**config.mk**
```make
export PLATFORM = sky130hd
export DESIGN_NAME = bpsk_flip_demod
export DESIGN_NICKNAME = d
export VERILOG_FILES = /design/src/rtl/bpsk_flip_demod.sv
export SDC_FILE = /design/constraint.sdc
export NUM_CORES = 1
export LEC_CHECK = 0
export ABC_AREA = 0
export CAP_MARGIN = 25
export CORE_MARGIN = 2
export CORE_UTILIZATION = 30
export CTS_CLUSTER_DIAMETER = 30
export DETAILED_ROUTE_END_ITERATION = 16
export HOLD_SLACK_MARGIN = 0.08
export PLACE_DENSITY = 0.48
export SLEW_MARGIN = 25
export SYNTH_ARGS = -nofsm -noshare
export SYNTH_HDL_FRONTEND = slang
export SYNTH_SLANG_ARGS = --single-unit
export TNS_END_PERCENT = 100
```
**constraint.sdc**
```tcl
create_clock -name clk -period 2.2 [get_ports clk]
set_clock_uncertainty 0.2 [all_clocks]
set_input_delay 0.44 -clock clk [delete_from_list [all_inputs] [get_ports clk]]
set_output_delay 0.44 -clock clk [all_outputs]
set_load 0.01 [all_outputs]
```
**src/rtl/bpsk_flip_demod.sv**
```systemverilog
module bpsk_flip_demod #(
  parameter int GAP_CYC    = 1,
  parameter int PULSE_HALF = 31
) (
  input  logic clk,
  input  logic rst_n,
  input  logic car_pos,
  input  logic car_neg,
  output logic rx_bit,
  output logic flip_strobe,
  output logic win_en
);
  localparam int GW = $clog2(GAP_CYC + 1);
  localparam int PW = $clog2(PULSE_HALF + 1);
  localparam logic [GW-1:0] GAP_V = GW'(GAP_CYC);
  localparam logic [PW-1:0] TMR_LD = PW'(PULSE_HALF - 1);

  logic [1:0]    pos_sy, neg_sy;
  logic          pos_s, neg_s;
  logic          ph1, ph2, ph2_q;
  logic [GW-1:0] gap_cnt;
  logic          gap_open;
  logic [PW-1:0] tmr;
  logic          osc_ph, pulse, pulse_q, pulse_rise;
  logic [1:0]    div;
  logic          det, det_q, armed, rx_q;

  always_ff @(posedge clk or negedge rst_n)
    if (!rst_n) begin
      pos_sy <= 2'b00;
      neg_sy <= 2'b00;
    end else begin
      pos_sy <= {pos_sy[0], car_pos};
      neg_sy <= {neg_sy[0], car_neg};
    end

  assign pos_s    = pos_sy[1];
  assign neg_s    = neg_sy[1];
  assign gap_open = !ph1 && !ph2 && (gap_cnt == GAP_V);

  always_ff @(posedge clk or negedge rst_n)
    if (!rst_n) begin
      ph1     <= 1'b0;
      ph2     <= 1'b0;
      gap_cnt <= '0;
    end else begin
      if (ph1 || ph2)           gap_cnt <= '0;
      else if (gap_cnt != GAP_V) gap_cnt <= gap_cnt + 1'b1;
      ph1 <= ph1 ? pos_s : (gap_open && pos_s && !neg_s);
      ph2 <= ph2 ? neg_s : (gap_open && neg_s && !pos_s);
    end

  always_ff @(posedge clk or negedge rst_n)
    if (!rst_n) begin
      tmr    <= TMR_LD;
      osc_ph <= 1'b1;
    end else if (!ph2) begin
      tmr    <= TMR_LD;
      osc_ph <= 1'b1;
    end else if (tmr == '0) begin
      tmr    <= TMR_LD;
      osc_ph <= ~osc_ph;
    end else begin
      tmr <= tmr - 1'b1;
    end

  assign pulse      = ph2 && osc_ph;
  assign pulse_rise = pulse && !pulse_q;

  always_ff @(posedge clk or negedge rst_n)
    if (!rst_n)                   div <= 2'b00;
    else if (!ph2)                div <= 2'b00;
    else if (pulse_rise && !div[1]) div <= {div[0], 1'b1};

  assign det         = div[0] ^ div[1];
  assign flip_strobe = det_q && !det && div[1] && armed;

  always_ff @(posedge clk or negedge rst_n)
    if (!rst_n) begin
      pulse_q <= 1'b0;
      det_q   <= 1'b0;
      ph2_q   <= 1'b0;
      armed   <= 1'b0;
      rx_q    <= 1'b0;
    end else begin
      pulse_q <= pulse;
      det_q   <= det;
      ph2_q   <= ph2;
      armed   <= armed || (ph2_q && !ph2);
      rx_q    <= rx_q ^ flip_strobe;
    end

  assign rx_bit = rx_q;
  assign win_en = ph2;
endmodule

```
==> flow_summary.ini, run 1 <==
[logic_synthesis]
postSynthCellCount = 56
synthXorXnorAreaFrac_pct = 4.83
synth_async_sr_flop_share_pct = 100
ys_warn_count = 0
synth_top_cells_by_area = sky130_fd_sc_hd__dfrtp_1 (52%), sky130_fd_sc_hd__dfstp_2 (18%), sky130_fd_sc_hd__nor4b_4 (3.3%), sky130_fd_sc_hd__nor2_1 (3.1%), sky130_fd_sc_hd__inv_1 (2.6%)
synthMuxAreaShare_pct = 0
synthAdderAreaFrac_pct = 1.72
syn_nets = 61
number_of_synthesized_flops_with_an_enable_pin = 0
postSynthRegisterBits = 20
synth_top_family_by_area = simple AND/OR/NAND/NOR gates
synthDistinctLibCells = 20
average_size_of_a_mapped_cell_um2 = 13.0
yosysMostFrequentCell = sky130_fd_sc_hd__dfrtp_1
synth-simple-area-share_pct = 16.2
synth_compound_gate_area_share_pct = 4.83
post-synth-top-area-fraction_pct = 51.7
synth.yosys.seq_area_share_pct = 69.8
post_syn_area_um2 = 726
yosys_most_used_dff = sky130_fd_sc_hd__dfrtp_1
commonest_cells_in_the_synthesized_netlist = sky130_fd_sc_hd__dfrtp_1 (15), sky130_fd_sc_hd__nor2_1 (6), sky130_fd_sc_hd__dfstp_2 (5), sky130_fd_sc_hd__inv_1 (5), sky130_fd_sc_hd__nand2_1 (4)
synth_top_area_cell = sky130_fd_sc_hd__dfrtp_1

[placement]
dp_hpwl_um = 711
gp_congestion = 0.689
io_buffer_count = 6
dpl-instance-area_um2 = 828

[critical_path]
ff_to_ff_path_depth = 5
critical_path.max_fanout = 4
crit-reg2reg-launch = tmr[1]
r2r_end = tmr[3]
worst-r2r-setup-slack_ps = 730
worstPathRequired_ps = 1560
critical_path_buf_inv_count = 1
critical_path.cell_chain = and4_1 -> clkdlybuf4s50_1
worst_setup_path_end_kind = output port
critical_path.startpoint_type = flop
cp_data_arrival_time_ps = 1460
criticalPathCategory = reg2out
critical-path-top-delay-family = buffers and inverters
critPathSlowestCell = sky130_fd_sc_hd__clkdlybuf4s50_1
critical_path.max_stage_delay_ps = 540

[clock_network]
cts_resized = 0
ctsHoldBuffers = 0
clock_insertion_delay_worst_skew_ps = 300
cts_buffers = 3
cts-root-to-sink-buffers = 2
clock_tree_sinks = 20
clock_tree.htree_level_count = 1
cts.reportedPaths.clkPinSlew_ps = 110
tritoncts = done
post-cts-setup-buffer-count = 0
clockRootBuffer = sky130_fd_sc_hd__clkbuf_4

[global_route]
globalRouteMet3Util_pct = 3.39
antenna_found_initial = 0
via_count_of_the_first_global_routing_pass = 422
groute.usage.overall_pct = 9.98
global_route_wire_length_before_repair_mm = 1.94
grt-busiest-layer = met2
grt_max_degree = 21
grt_remaining_overflow = 0
met1_usage_pct = 13.0
groute.layer.met2.usage_pct = 14.0

[detailed_routing]
detailedRoute.firstIterationViolations = 1
dr.pass1.iters = 4
vias_per_cell = 4.33
drt_drc_violations_left = 0
wl_per_cell_um = 10.9
drtAntennaViolNets = 0
detailroute.via_count = 420
finalWirelength_mm = 1.06

[die]
io_pins = 7
die_width_um = 53.2
fp-row-count = 17
core_area_um2 = 2250
dieArea_um2 = 2830
dieHeight_um = 53.2
floorplan.initialDensity_pct = 32.2

[job]
cap_viol_max_count = 0

[pwr]
power_mw = 0.788
vdd_ir_drop_max_uv = 328
power_density_nw_per_um2 = 880
power_leakage_nw = 0.412

[sta]
period_share_pct = 95.5
grt_setup_unrepaired = no
final-hold-violation-count = 0
drv_slew = 0
period_needed_ps = 2100
timing.max_slew.rel_slack_pct = 79.9
worst_pin_slew_ps = 299
max_clock_freq_mhz = 476
final.setup.tns_ps = 0
setup_viol = 0

[layout]
areaGrowthSynthToFinish_pct = 23.4
final_cell_area_um2 = 896
antenna-diode-count = 0
drive_gt1_share_pct = 18.8
layout.filler_cells = 234
postLayoutCoreUtil_pct = 39.7
final_net_count = 75

[status]
run_status = completed

[min_path]
min-delay-start = neg_sy[0]
hold_path.class = reg2reg
hold_depth = 0
min_to = neg_sy[1]
-- placed cells by master, fill, tap and decap left out --
cell	netlist	layout
sky130_fd_sc_hd__and4_1	1	1
sky130_fd_sc_hd__nor3_1	2	2
sky130_fd_sc_hd__or2b_1	1	1
sky130_fd_sc_hd__o21ai_0	1	1
sky130_fd_sc_hd__nand2_1	4	4
sky130_fd_sc_hd__a31oi_1	2	2
sky130_fd_sc_hd__clkbuf_4	0	3
sky130_fd_sc_hd__bufinv_16	0	1
sky130_fd_sc_hd__inv_1	5	5
sky130_fd_sc_hd__a21oi_1	2	2
sky130_fd_sc_hd__nand3_1	1	1
sky130_fd_sc_hd__buf_4	0	3
sky130_fd_sc_hd__and2_1	1	1
sky130_fd_sc_hd__clkdlybuf4s50_1	0	6
sky130_fd_sc_hd__nor4b_4	1	1
sky130_fd_sc_hd__nand2b_1	1	1
sky130_fd_sc_hd__ha_1	1	1
sky130_fd_sc_hd__dfstp_2	5	5
sky130_fd_sc_hd__xor2_1	2	2
sky130_fd_sc_hd__nor2_1	6	6
sky130_fd_sc_hd__nor2b_1	2	2
sky130_fd_sc_hd__xnor2_1	2	2
sky130_fd_sc_hd__dfrtp_1	15	15
sky130_fd_sc_hd__a21o_1	1	1
-- cell type report --
cell class / count / area [um^2] / share of cell area, %
Multi-Input combinational cell: 31 / 200 / 22.3
Inverter: 5 / 18.8 / 2.09
Timing Repair Buffer: 9 / 82.6 / 9.22
Sequential cell: 20 / 507 / 56.6
Clock buffer: 3 / 22.5 / 2.51
Clock inverter: 1 / 30.0 / 3.35
Tap cell: 28 / 35.0 / 3.91
-- worst max path at each step --
| stage | startpoint | endpoint | slack [ps] | cells past startpoint |
|---|---|---|---|---|
| after detailed placement | div[1] | flip_strobe | 410 | 2 |
| after floorplan | tmr[1] | tmr[1] | 860 | 5 |
| after global placement | div[1] | flip_strobe | 430 | 2 |
| after global routing | div[0] | flip_strobe | 20 | 2 |
| after CTS | div[1] | flip_strobe | 60 | 2 |
| final | div[0] | flip_strobe | 100 | 2 |
-- state kept, by name, summed over array words and instances, names as in the netlist, 2 cells and up --
signal,count
tmr,5
div,2
neg_sy,2
pos_sy,2
-- power breakdown --
group	internal, mW	total, mW	switching, mW
sequential	0.401	0.422	0.0205
combinational	0.0376	0.0728	0.0352
clock	0.184	0.294	0.110
total	0.623	0.788	0.166
-- per-layer routing --
metal | share of wire (%) | up-vias
met5 | 0 | -
met4 | 0.95 | 0
li1 | - | 209
met3 | 4.0 | 2
met2 | 46 | 8
met1 | 49 | 201
-- per-stage QoR --
stage               hold slack (ps)  instances  worst slack, ps
floorplan                     -55.6         56              860
global placement                135         91              429
detailed placement              135         91              407
CTS                             163         95             58.4
global route                    181         97             18.8
finish                          159         97             98.7
-- cell families (layout without fill, tap and decap cells) --
family | after synthesis | in the layout
flip-flops | 20 | 20
AND/OR/NAND/NOR | 20 | 20
AO/OA/AOI/OAI | 6 | 6
buffers and inverters | 5 | 18
XOR/XNOR | 4 | 4
adder cells (fa/ha/maj) | 1 | 1
Note: power is estimated with default switching activity, not from simulation.
==> run 2, diff against run 1 <==
--- a/config.mk
+++ b/config.mk
@@ -6,7 +6,7 @@
 export NUM_CORES = 1
 export LEC_CHECK = 0
 export ABC_AREA = 0
-export CAP_MARGIN = 25
+export CAP_MARGIN = 20
 export CORE_MARGIN = 2
 export CORE_UTILIZATION = 30
 export CTS_CLUSTER_DIAMETER = 30
==> results of run 2 <==
No change in the layout: final DEF, timing and power equal those of run 1.
